`src/rtl/tdisp_pkg.sv`:
```
package tdisp_pkg;
  localparam int SRC_N  = 8;
  localparam int PRIO_W = 8;
  localparam int NEST_N = 8;

  typedef enum logic [1:0] {
    SEL_PRIO = 2'd0,
    SEL_EN   = 2'd1,
    SEL_PEND = 2'd2,
    SEL_GLOB = 2'd3
  } sel_e;
endpackage

```
`src/rtl/tdisp_arb.sv`:
```
module tdisp_arb #(
  parameter int NSRC = 8,
  parameter int PW   = 8,
  parameter int IW   = 3
) (
  input  logic [NSRC-1:0] req,
  input  logic [PW-1:0]   prio [NSRC],
  output logic            any,
  output logic [IW-1:0]   win_id,
  output logic [PW-1:0]   win_prio
);
  // strict greater-than keeps the lowest index on a tie
  always_comb begin
    any      = 1'b0;
    win_id   = '0;
    win_prio = '0;
    for (int i = 0; i < NSRC; i++) begin
      if (req[i] && (!any || prio[i] > win_prio)) begin
        any      = 1'b1;
        win_id   = IW'(i);
        win_prio = prio[i];
      end
    end
  end
endmodule

```
`src/rtl/tdisp_stack.sv`:
```
module tdisp_stack #(
  parameter int DEPTH = 8,
  parameter int W     = 11,
  localparam int AW   = (DEPTH > 1) ? $clog2(DEPTH) : 1,
  localparam int CW   = $clog2(DEPTH + 1)
) (
  input  logic          clk,
  input  logic          rst_n,
  input  logic          push,
  input  logic          pop,
  input  logic [W-1:0]  din,
  output logic [W-1:0]  dout,
  output logic [CW-1:0] count,
  output logic          empty,
  output logic          full
);
  logic [W-1:0] mem [DEPTH];

  assign empty = (count == '0);
  assign full  = (count == CW'(DEPTH));
  assign dout  = empty ? '0 : mem[AW'(count - 1'b1)];

  always_ff @(posedge clk) begin
    if (!rst_n) begin
      count <= '0;
    end else if (push && !full) begin
      mem[AW'(count)] <= din;
      count <= count + 1'b1;
    end else if (pop && !empty) begin
      count <= count - 1'b1;
    end
  end
endmodule

```
`src/rtl/tdisp_top.sv`:
```
module tdisp_top
  import tdisp_pkg::*;
#(
  parameter int NSRC  = SRC_N,
  parameter int PW    = PRIO_W,
  parameter int DEPTH = NEST_N,
  localparam int IW   = (NSRC > 1) ? $clog2(NSRC) : 1,
  localparam int AW   = IW + 2,
  localparam int DW   = $clog2(DEPTH + 1)
) (
  input  logic            clk,
  input  logic            rst_n,
  input  logic            wr_valid,
  output logic            wr_ready,
  input  logic [AW-1:0]   wr_addr,
  input  logic [PW-1:0]   wr_data,
  input  logic [NSRC-1:0] tmr_req,
  output logic            disp_valid,
  input  logic            disp_ready,
  output logic [IW-1:0]   disp_id,
  output logic [PW-1:0]   disp_prio,
  input  logic            lvl_drop,
  input  logic            ret_req,
  output logic [PW-1:0]   cur_prio,
  output logic [DW-1:0]   nest_depth,
  output logic [NSRC-1:0] pend_o,
  output logic            err_o
);
  localparam int FW = IW + PW;

  logic [PW-1:0]   prio_r [NSRC];
  logic [PW-1:0]   en_r   [NSRC];
  logic [PW-1:0]   rq_prio [NSRC];
  logic [NSRC-1:0] en_v, sw_set, pend_q, pend_n;
  logic [PW-1:0]   trig_q, cur_q;
  logic [IW-1:0]   cur_id_q;
  logic            mode_tt, err_q;
  sel_e            sel;
  logic [IW-1:0]   idx;

  logic            any;
  logic [IW-1:0]   win_id;
  logic [PW-1:0]   win_prio;
  logic            fire, st_empty, st_full, st_pop;
  logic [FW-1:0]   st_top;

  assign wr_ready = 1'b1;
  assign sel      = sel_e'(wr_addr[AW-1:IW]);
  assign idx      = wr_addr[IW-1:0];

  generate
    for (genvar g = 0; g < NSRC; g++) begin : g_src
      assign en_v[g]    = en_r[g][0];
      assign rq_prio[g] = mode_tt ? trig_q : prio_r[g];
    end
  endgenerate

  always_comb begin
    sw_set = '0;
    if (wr_valid && sel == SEL_PEND) sw_set[idx] = 1'b1;
  end

  tdisp_arb #(.NSRC(NSRC), .PW(PW), .IW(IW)) u_arb (
    .req(pend_q & en_v), .prio(rq_prio),
    .any(any), .win_id(win_id), .win_prio(win_prio)
  );

  assign disp_valid = any && (win_prio > cur_q) && !st_full && !ret_req;
  assign disp_id    = win_id;
  assign disp_prio  = win_prio;
  assign fire       = disp_valid && disp_ready;
  assign st_pop     = ret_req && !st_empty;

  tdisp_stack #(.DEPTH(DEPTH), .W(FW)) u_stack (
    .clk(clk), .rst_n(rst_n), .push(fire), .pop(st_pop),
    .din({cur_id_q, cur_q}), .dout(st_top), .count(nest_depth),
    .empty(st_empty), .full(st_full)
  );

  // set after clear: a same-cycle activation survives the dispatch
  always_comb begin
    pend_n = pend_q;
    if (fire) pend_n[win_id] = 1'b0;
    pend_n = pend_n | ((tmr_req | sw_set) & en_v);
  end

  always_ff @(posedge clk) begin
    if (!rst_n) begin
      for (int i = 0; i < NSRC; i++) begin
        prio_r[i] <= '0;
        en_r[i]   <= '0;
      end
      trig_q  <= '0;
      mode_tt <= 1'b0;
    end else if (wr_valid) begin
      for (int i = 0; i < NSRC; i++) begin
        if (idx == IW'(i) && sel == SEL_PRIO) prio_r[i] <= wr_data;
        if (idx == IW'(i) && sel == SEL_EN)   en_r[i]   <= wr_data;
      end
      if (sel == SEL_GLOB && idx == IW'(0)) trig_q  <= wr_data;
      if (sel == SEL_GLOB && idx == IW'(1)) mode_tt <= wr_data[0];
    end
  end

  always_ff @(posedge clk) begin
    if (!rst_n) begin
      pend_q   <= '0;
      cur_q    <= '0;
      cur_id_q <= '0;
      err_q    <= 1'b0;
    end else begin
      pend_q <= pend_n;
      if (ret_req) begin
        if (st_empty) begin
          err_q    <= 1'b1;
          cur_q    <= '0;
          cur_id_q <= '0;
        end else begin
          cur_id_q <= st_top[FW-1:PW];
          cur_q    <= st_top[PW-1:0];
        end
      end else if (fire) begin
        cur_q    <= win_prio;
        cur_id_q <= win_id;
      end else if (lvl_drop && !st_empty) begin
        cur_q <= prio_r[cur_id_q];
      end
    end
  end

  assign cur_prio = cur_q;
  assign pend_o   = pend_q;
  assign err_o    = err_q;
endmodule

```
`config.mk`:
```
export PLATFORM = sky130hd
export DESIGN_NAME = tdisp_top
export DESIGN_NICKNAME = d
export VERILOG_FILES = /design/src/rtl/tdisp_pkg.sv /design/src/rtl/tdisp_arb.sv /design/src/rtl/tdisp_stack.sv /design/src/rtl/tdisp_top.sv
export SDC_FILE = /design/constraint.sdc
export NUM_CORES = 1
export LEC_CHECK = 0
export ABC_AREA = 1
export ABC_CLOCK_PERIOD_IN_PS = 17800
export CORE_UTILIZATION = 38
export DETAILED_ROUTE_END_ITERATION = 6
export HOLD_SLACK_MARGIN = 0.12
export PLACE_DENSITY = 0.53
export SLEW_MARGIN = 20
export SYNTH_ARGS = -nofsm -noshare
export SYNTH_HDL_FRONTEND = slang
export SYNTH_SLANG_ARGS = --single-unit
```
`constraint.sdc`:
```
create_clock -name clk -period 17.8 [get_ports clk]
set_input_delay 2.67 -clock clk [delete_from_list [all_inputs] [get_ports clk]]
set_output_delay 2.67 -clock clk [all_outputs]
set_load 0.1 [all_outputs]
```
Word-level counts from Yosys, hierarchy flattened
Memory sizes are Yosys's and may differ from the RTL's. A register that Yosys moved wholly into a read port is not among the register bits. Index checks and enable logic that the tools add are counted.

Register bits: 33. Memory bits (writable): 216. Input port bits: 27. Word-level logic and storage cells: 251. Memories kept: 3.

$add $sub $neg: 2. $lt $le $gt $ge: 12. Equality and inequality tests: 11. Multiplexer cells: 132. Bitwise logic cells: 22. Reduce and logical (&&, ||, !) cells: 62.

Memories: u_stack.mem (words 8, width 11, rd ports 1, clocked after memory_dff 0, write ports 1, line tdisp_stack.sv:17) `logic [W-1:0] mem [DEPTH];`; en_r (words 8, width 8, rd ports 8, clocked after memory_dff 0, write ports 8, line tdisp_top.sv:32) `logic [PW-1:0] en_r [NSRC];`; prio_r (words 8, width 8, rd ports 9, clocked after memory_dff 1, write ports 8, line tdisp_top.sv:31) `logic [PW-1:0] prio_r [NSRC];`.

Operators by type and width (count): 8-bit two-way mux (38); 1-bit two-way mux (79); 8-bit greater-than comparator (8); 1-bit logical AND (36); 3-bit two-way mux (9); 8-bit AND (3); 1-bit bitwise OR (16); 8-bit bitwise OR (2); 3-bit equality test (second input constant) (4); 1-bit zero test (10); 3-bit by 4-bit < comparator with 1-bit output (second input constant) (2); 4-bit two-way mux (2); 8-bit NOT (1); 1-bit logical OR (7); 1-bit demux with 3-bit select (2); 3-bit by 2-bit equality test with 1-bit output (second input constant) (2); 3-bit by 1-bit greater-or-equal comparator with 1-bit output (second input constant) (2); 2-bit AND reduction (3); 4-bit by 1-bit adder with 4-bit output (second input constant) (1); 2-bit equality test (second input constant) (2); 4-bit equality test (second input constant) (1); 4-bit zero test (1); 2-bit two-way mux (2); 2-bit nonzero test (2); 6 further kinds (6).

Depth between registers and ports, before layout
Gate-level depths: netlist of the first run. An unclocked memory read counts as a cell.

Depth in word-level cells: 40. Mapped depth: 102. Mapped depth without buffers: 97.

Cells and area by module
Synthesis of the first run repeated with hierarchy kept, for this count alone.

Cells, all modules: 1495. Area, all modules: 12102.9 um^2.

By module, submodules not included: tdisp_top (times used 1, cells each 747, area each 5736.8 um^2, seq. area each 2802.7 um^2); tdisp_stack (times used 1, cells each 322, area each 3813.7 um^2, seq. area each 2722.6 um^2); tdisp_arb (times used 1, cells each 426, area each 2552.4 um^2, seq. area each 0.0 um^2).

Least setup slack after synthesis of the first run
No wires, ideal clock.

Kind: reg-to-output. From: register pend_q[0], in the netlist pend_o[0]. To: output disp_valid. Data arrival time: 12.303 ns. Data required time: 15.130 ns. Path slack: 2.827 ns. Stages on the path, launching flop included: 83. Buffers on the path: 4. Path through: dfxtp_1 -> nand2_4 -> a21oi_1 -> inv_1 -> ha_1 -> a21o_1 -> nor2_1 -> nand2_1 -> nand2_1 -> nand2_1 -> nand2_1 -> nand2_1 -> and2_1 -> ha_1 -> a21oi_1 -> o21a_1 -> nand2_1 -> nand2_1 -> [... 47 more ...] -> nand2_1 -> o21a_1 -> o221ai_1 -> o21ai_0 -> a21oi_4 -> inv_4 -> buf_6 -> or2_4 -> nand2_1 -> inv_1 -> ha_1 -> inv_1 -> a21oi_1 -> o21ai_0 -> nand2_1 -> o211ai_1 -> nand3_1 -> inv_2.

Longest elaborated chain between the ends: 34.

Ends and longest elaborated chain: start: declaration (line tdisp_top.sv:34) `logic [NSRC-1:0] en_v, sw_set, pend_q, pend_n;`; start signal: assignment (line tdisp_top.sv:112) `pend_q <= pend_n;`; 8-bit AND (*) (line tdisp_top.sv:64) `.req(pend_q & en_v), .prio(rq_prio),`; 8-bit two-way mux or 1-bit two-way mux (tied branches) (line tdisp_arb.sv:18) `if (req[i] && (!any || prio[i] > win_prio)) begin`; 8-bit greater-than comparator or 1-bit zero test (tied branches) (line tdisp_arb.sv:18); 1-bit logical OR (line tdisp_arb.sv:18); 1-bit logical AND (line tdisp_arb.sv:18); 8-bit two-way mux or 1-bit two-way mux (tied branches) (line tdisp_arb.sv:18); 8-bit greater-than comparator or 1-bit zero test (tied branches) (line tdisp_arb.sv:18); 1-bit logical OR (line tdisp_arb.sv:18); [... 17 more ...]; 8-bit two-way mux or 1-bit two-way mux (tied branches) (line tdisp_arb.sv:18); 8-bit greater-than comparator or 1-bit zero test (tied branches) (line tdisp_arb.sv:18); 1-bit logical OR (line tdisp_arb.sv:18); 1-bit logical AND (line tdisp_arb.sv:18); 8-bit two-way mux (*) (line tdisp_arb.sv:18); named net disp_prio[0] (line tdisp_top.sv:21) `output logic [PW-1:0] disp_prio,`; 8-bit greater-than comparator (*) (line tdisp_top.sv:68) `assign disp_valid = any && (win_prio > cur_q) && !st_full && !ret_req;`; 1-bit logical AND (*) (3 in series) (line tdisp_top.sv:68); end: declaration (line tdisp_top.sv:18) `output logic disp_valid,`.

Mark *: on every way through the listed nets, which the timed path passes. The rest lies on a longest branch.

Final worst setup path of the first run
From: register mode_tt. To: output disp_id[2].

Longest elaborated chain between the ends: 30.

Ends and longest elaborated chain: start: declaration (line tdisp_top.sv:37) `logic mode_tt, err_q;`; start signal: assignment (line tdisp_top.sv:101) `if (sel == SEL_GLOB && idx == IW'(1)) mode_tt <= wr_data[0];`; 8-bit two-way mux (line tdisp_top.sv:54) `assign rq_prio[g] = mode_tt ? trig_q : prio_r[g];`; 8-bit two-way mux (line tdisp_arb.sv:18); 8-bit greater-than comparator (line tdisp_arb.sv:18); 1-bit logical OR (line tdisp_arb.sv:18); 1-bit logical AND (line tdisp_arb.sv:18); 8-bit two-way mux or 1-bit two-way mux (tied branches) (line tdisp_arb.sv:18); 8-bit greater-than comparator or 1-bit zero test (tied branches) (line tdisp_arb.sv:18); 1-bit logical OR (line tdisp_arb.sv:18); [... 14 more ...]; 8-bit greater-than comparator or 1-bit zero test (tied branches) (line tdisp_arb.sv:18); 1-bit logical OR (line tdisp_arb.sv:18); 1-bit logical AND (line tdisp_arb.sv:18); 8-bit two-way mux or 1-bit two-way mux (tied branches) (line tdisp_arb.sv:18); 8-bit greater-than comparator or 1-bit zero test (tied branches) (line tdisp_arb.sv:18); 1-bit logical OR (line tdisp_arb.sv:18); 1-bit logical AND (line tdisp_arb.sv:18); 3-bit two-way mux (*) (line tdisp_arb.sv:18); end: declaration (line tdisp_top.sv:20) `output logic [IW-1:0] disp_id,`.

Every way passes the cells marked *; elsewhere a longest branch is shown, timed or not.

==> impl_metrics.csv, run 1 <==
group,metric,value,unit
floorplan,io_pins,61,
critical_path,worstReg2RegEnd,"u_stack.mem[4][5]",
grt,overflow,0,
synthesis,synth-edff-count,160,
finish,fill_cells,2903,
cts,clockBufferDepth,2,
routing,ant_nets,0,
synthesis,syn_area_per_cell,8.48,um2
power,power_density,126,nW/um2
routing,drt_first_pass_iters,7,
critical_path,cp.required,15.13,ns
timing,hold_viol_final,0,
placement,gp_congestion,0.943,
timing,fmax,61.0,MHz
synthesis,yosys_warnings,0,
grt,antenna_found_initial,0,
routing,first_iter_violations,909,
grt,first_global_vias,9171,
critical_path,cp_slowest_cell,"clkdlybuf4s50_1",
hold_path,min_path_type,"reg -> reg",
routing,post_drt_wl_per_cell,20.1,um
finish,stdcell_count,1770,
power,ir_worst_vdd,0.0632,mV
finish,area_growth,13.6,%
timing,rsz0062_at_grt,"false",
finish,drive_above_1_share,5.63,%
finish,final_common_cell,"nand2_1",
hold_path,hold_depth,1,
timing,final_max_slew_viol_count,0,
timing,setup_viol,0,
synthesis,syn_area,11300,um2
job,drv_cap,0,
timing,min_period,16.39,ns
placement,placed_cell_area,12200,um2
timing,max_slew_margin,26.4,%
critical_path,cp-end-kind,"primary output",
timing,setup_tns,0,ns
floorplan,num_rows,62,
power,leakage,5.31,nW
cts,cts_tree,"built",
synthesis,ys_seq_area_share,49.0,%
grt,track_usage,24.0,%
critical_path,regToRegSetupSlack,3.34,ns
cts,cts_root_buf,"clkbuf_16",
grt,grt_pass1_wl,54600,um
timing,fin_worst_skew,0.0140,ns
placement,post-dp-hpwl,27200,um
finish,nets,1466,
synthesis,synth_cells,1330,
routing,drc,5,
cts,clock_latency,0.45,ns
timing,worst_slew_pin_slew,1.10,ns
finish,multi_input_area,5030,um2
synthesis,ys_ff_latch,196,
routing,vias_per_cell,5.43,
critical_path,rr_startpoint,"mode_tt",
floorplan,die_area,30400,um2
floorplan,start_util,39.0,%
routing,num_vias,9618,
critical_path,crit_path_max_fanout,13,
cts,cts_hold_buffers,0,
hold_path,hold_end,"err_o",
finish,seq_area,5530,um2
critical_path,cp_common_cell,"nand2_1",
critical_path,rr_worst_depth,85,
critical_path,start_kind,"flip-flop",
outcome,status,"finished, violations left",
synthesis,synthFlopType,"edfxtp_1",
grt,grt_start_max_net_pins,65,
outcome,failed_checks,"DRC",
floorplan,dieHeight,174,um
cts,clk_pin_slew,0.08,ns
floorplan,coreArea,28900,um2
critical_path,arrival,13.72,ns
critical_path,cpPeakStageDelay,1.14,ns
cts,cts_resized,0,
finish,post-route-util,44.3,%
floorplan,die_w,174,um
cts,cts.sinks,196,
cts,cts_buffers,17,
placement,portBuffers,59,
critical_path,crit_type,"reg -> out",
synthesis,ys_async_sr_fraction,0,%
synthesis,ys_types,48,
timing,period_share,92.1,%
hold_path,min-delay-start,"err_o",
finish,antennaDiodeCount,0,
finish,final_cell_mix,"nand2_1, edfxtp_1, nor2_1, a21oi_1, inv_1",
placement,dp.cells,1738,
finish,design_area,12800,um2
routing,totalWireLength,35600,um
cts,post_cts_buffers,0,
synthesis,synth_nets,1423,
cts,cts_htree_levels,4,
==> where the power goes <==
part	switching (mW)	internal (mW)	leakage (nW)
Clock	0.190	0.185	0.268
Sequential	0.0494	0.545	1.79
Combinational	0.458	0.185	3.25
==> cell usage after synthesis (5+ instances only) <==
master      n  area share [%]
clkinv_1    8            0.27
nand2_1   314              10
a21oi_1   127             5.6
clkbuf_1   34             1.1
o31a_1      7            0.54
dfxtp_1    36             6.4
edfxtp_1  160              43
inv_2      10            0.33
nand4_1     6            0.33
inv_1     117             3.9
and2_1     24             1.3
nor2_1    153             5.1
mux2i_1     6            0.53
o32ai_1    16             1.2
o21a_1      5            0.33
o221ai_1    7            0.54
nand3_1    79             3.5
o21ai_0    76             3.4
buf_2       7            0.31
ha_1       66             7.3
buf_1       5            0.17
nor3_1      8            0.36
a22oi_1     7            0.47
a221oi_1   16             1.2
==> metal layers <==
| metal | wire length [um] | up-vias | global-route usage (%) |
|---|---|---|---|
| met3 | 1990 | 41 | 3.98 |
| met4 | 632 | 0 | 6.58 |
| li1 | - | 4650 | - |
| met2 | 16200 | 303 | 37.5 |
| met1 | 16800 | 4624 | 34.3 |
| met5 | 0 | - | 0 |
==> worst max-delay path by stage <==
stage              start          to  slack (ns)  depth (start not counted)
6_report         mode_tt  disp_id[2]        1.41                         73
5_1_grt          mode_tt  disp_valid        0.01                         84
4_1_cts          mode_tt  disp_valid        0.44                         82
3_5_place_dp     mode_tt  disp_valid        0.93                         83
3_3_place_gp     mode_tt  disp_valid        1.12                         83
2_1_floorplan  pend_o[0]  disp_valid        2.83                         82
==> worst max-delay path, delay by kind of cell, from the launching register on <==
family,cells,cell delay (ns)
flip-flops,1,0.56
buffers and inverters,9,2.65
adder cells (fa/ha/maj),7,2.11
AND/OR/NAND/NOR,40,5.20
AO/OA/AOI/OAI,17,2.76
==> sequential cells by signal (all words and copies together), names as in the netlist, 3 cells and up, named ones only <==
register,count
cur_id_q,3
cur_prio,8
en_r,8
pend_o,8
prio_r,64
trig_q,8
u_stack.count,4
u_stack.mem,88
==> area by class of cell <==
cell class                      count  share of cell area (%)
Timing Repair Buffer               73                    5.41
Inverter                          136                    4.04
Sequential cell                   196                    43.1
Multi-Input combinational cell    949                    39.2
Clock inverter                     15                    1.10
Clock buffer                       17                    3.32
Tap cell                          384                    3.75
==> stage by stage <==
stage                     hold WS, ns  setup slack (ns)  power, mW
after global placement          0.450              1.12       1.24
after global routing            0.500            0.0143       1.70
after CTS                       0.491             0.435       1.62
final                           0.480              1.41       1.61
after floorplan                 0.504              2.83       1.06
after detailed placement        0.472             0.929       1.24
==> cell families (layout without fill, tap and decap cells) <==
| group | after synthesis | count (layout) | synth area share, % |
|---|---|---|---|
| AOI/OAI and AO/OA | 274 | 274 | 14.3 |
| buffers and inverters | 185 | 241 | 6.39 |
| and+or+nand+nor | 600 | 600 | 22.2 |
| adders and majority gates | 66 | 66 | 7.33 |
| muxes | 6 | 6 | 0.533 |
| DFF | 196 | 196 | 49.0 |
| other | 1 | 1 | 0.0333 |
| xor gates and xnor gates | 2 | 2 | 0.155 |
(Power assumes the default switching activity.)
==> inputs of run 2 (changes only) <==
- REMOVE_ABC_BUFFERS: not set -> 1
==> impl_metrics.csv, run 2 (same netlist as run 1, synthesis figures left out) <==
group,metric,value,unit
grt,track_usage,23.8,%
routing,vias_per_cell,5.38,
timing,worst_slew_pin_slew,1.06,ns
cts,cts_root_buf,"clkbuf_16",
routing,post_drt_wl_per_cell,19.9,um
power,share_seq_of_total_power,36.4,%
power,switchingPower,0.714,mW
finish,post-route-util,44.3,%
critical_path,rr_worst_depth,86,
floorplan,die_area,30400,um2
routing,wl_met3,2000,um
floorplan,io_pins,61,
critical_path,cp_common_cell,"nand2_1",
finish,fill_cells,2883,
critical_path,regToRegSetupSlack,3.18,ns
critical_path,crit_type,"reg -> out",
timing,final_max_slew_viol_count,0,
power,ir_worst_vdd,0.0577,mV
cts,cts_hold_buffers,0,
routing,ant_nets,0,
cts,clockBufferDepth,2,
job,drv_cap,0,
critical_path,rr_startpoint,"mode_tt",
timing,max_slew_margin,28.8,%
critical_path,worstReg2RegEnd,"u_stack.mem[6][2]",
cts,cts.sinks,196,
hold_path,min_path_type,"reg -> reg",
timing,period_share,91.6,%
grt,first_global_vias,9208,
critical_path,cp_slowest_cell,"dfxtp_2",
placement,portBuffers,59,
floorplan,die_w,174,um
critical_path,startpoint,"mode_tt",
cts,cts_buffers,17,
placement,post-dp-hpwl,26800,um
routing,num_vias,9507,
finish,antennaDiodeCount,0,
timing,setup_ws,1.49,ns
power,power_density,127,nW/um2
timing,min_period,16.31,ns
timing,rsz0062_at_grt,"false",
cts,clock_latency,0.45,ns
timing,fmax,61.3,MHz
timing,fin_worst_skew,0.0178,ns
finish,largest_register_ff_count,88,
critical_path,path_buf_inv,13,
routing,wl_met2,15900,um
timing,setup_viol,0,
power,power.internal,0.921,mW
critical_path,cp-endpoint,"disp_valid",
floorplan,start_util,39.0,%
critical_path,cp_num_cells,82,
finish,seq_area,5530,um2
power,power_frac_comb,39.2,%
critical_path,crit_path_max_fanout,64,
grt,grt_pass1_wl,54300,um
routing,met1Wirelength,16600,um
finish,area_growth,13.8,%
timing,hold_viol_final,0,
power,sw_frac_of_total,43.7,%
grt,overflow,0,
power,leakage,5.32,nW
grt,antenna_found_initial,0,
floorplan,dieHeight,174,um
finish,multi_input_area,5030,um2
routing,drt_first_pass_iters,5,
routing,top_layer,"met4",
routing,drc,0,
finish,regMostFlops,"u_stack.mem",
critical_path,cp-end-kind,"primary output",
power,clkPwrFrac,24.3,%
cts,cts_htree_levels,4,
finish,drive_above_1_share,5.57,%
routing,first_iter_violations,765,
floorplan,coreArea,28900,um2
finish,reg.largest.list,"u_stack.mem x88, prio_r x64",
finish,final_common_cell,"nand2_1",
cts,clk_pin_slew,0.08,ns
timing,setup_tns,0,ns
critical_path,start_kind,"flip-flop",
critical_path,cpPeakStageDelay,0.39,ns
routing,totalWireLength,35200,um
floorplan,num_rows,62,
power,power,1.64,mW
finish,final_cell_mix,"nand2_1, edfxtp_1, nor2_1, a21oi_1, inv_1",
outcome,status,"finished clean",
grt,grt_start_max_net_pins,65,
finish,nets,1463,
critical_path,arrival,13.64,ns
critical_path,cp.required,15.13,ns
cts,cts_tree,"built",
placement,place_ws,0.834,ns
placement,gp_congestion,0.936,
critical_path,path_delay_family,"simple AND/OR/NAND/NOR gates",
==> run 2: metrics by stage <==
stage,cells,cell area [um2],hold WS (ns)
floorplan,1281,11100,0.504
global placement,1735,12200,0.447
detailed placement,1735,12200,0.454
CTS,1767,12800,0.473
global route,1767,12800,0.487
finish,1767,12800,0.471
==> run 2: power by group through the flow <==
stage	Combinational, mW	Clock [mW]	Sequential (mW)
finish	0.642	0.398	0.596
global route	0.704	0.419	0.602
detailed placement	0.639	0	0.607
global placement	0.638	0	0.608
floorplan	0.353	0	0.689
CTS	0.641	0.403	0.596
==> run 2: final cells by class <==
cell class | instances | area share, %
sequential | 196 | 43.1
multi-input combinational | 949 | 39.2
clock inverter | 14 | 1.37
tap | 384 | 3.74
timing repair buffer | 70 | 5.23
clock buffer | 18 | 3.34
inverter | 136 | 4.04
==> run 2: what timing repair did <==
action | 4_1_cts | 5_1_grt
gates resized for setup | 0 | 10
endpoints found under the setup margin | 0 | 12
setup buffers | 0 | 0
==> run 2: layer usage <==
layer	vias up	GRT usage, %
met4	0	6.69
met3	44	3.06
met2	315	37.7
li1	4639	-
met5	-	0
met1	4509	33.9
==> run 2: worst min path at each step <==
stage,from,to,slack [ns],cells after the start
2_1_floorplan,trig_q[6],trig_q[6],0.50,2
3_3_place_gp,err_o,err_o,0.45,1
3_5_place_dp,err_o,err_o,0.45,1
4_1_cts,err_o,err_o,0.47,1
5_1_grt,err_o,err_o,0.49,1
6_report,err_o,err_o,0.47,1
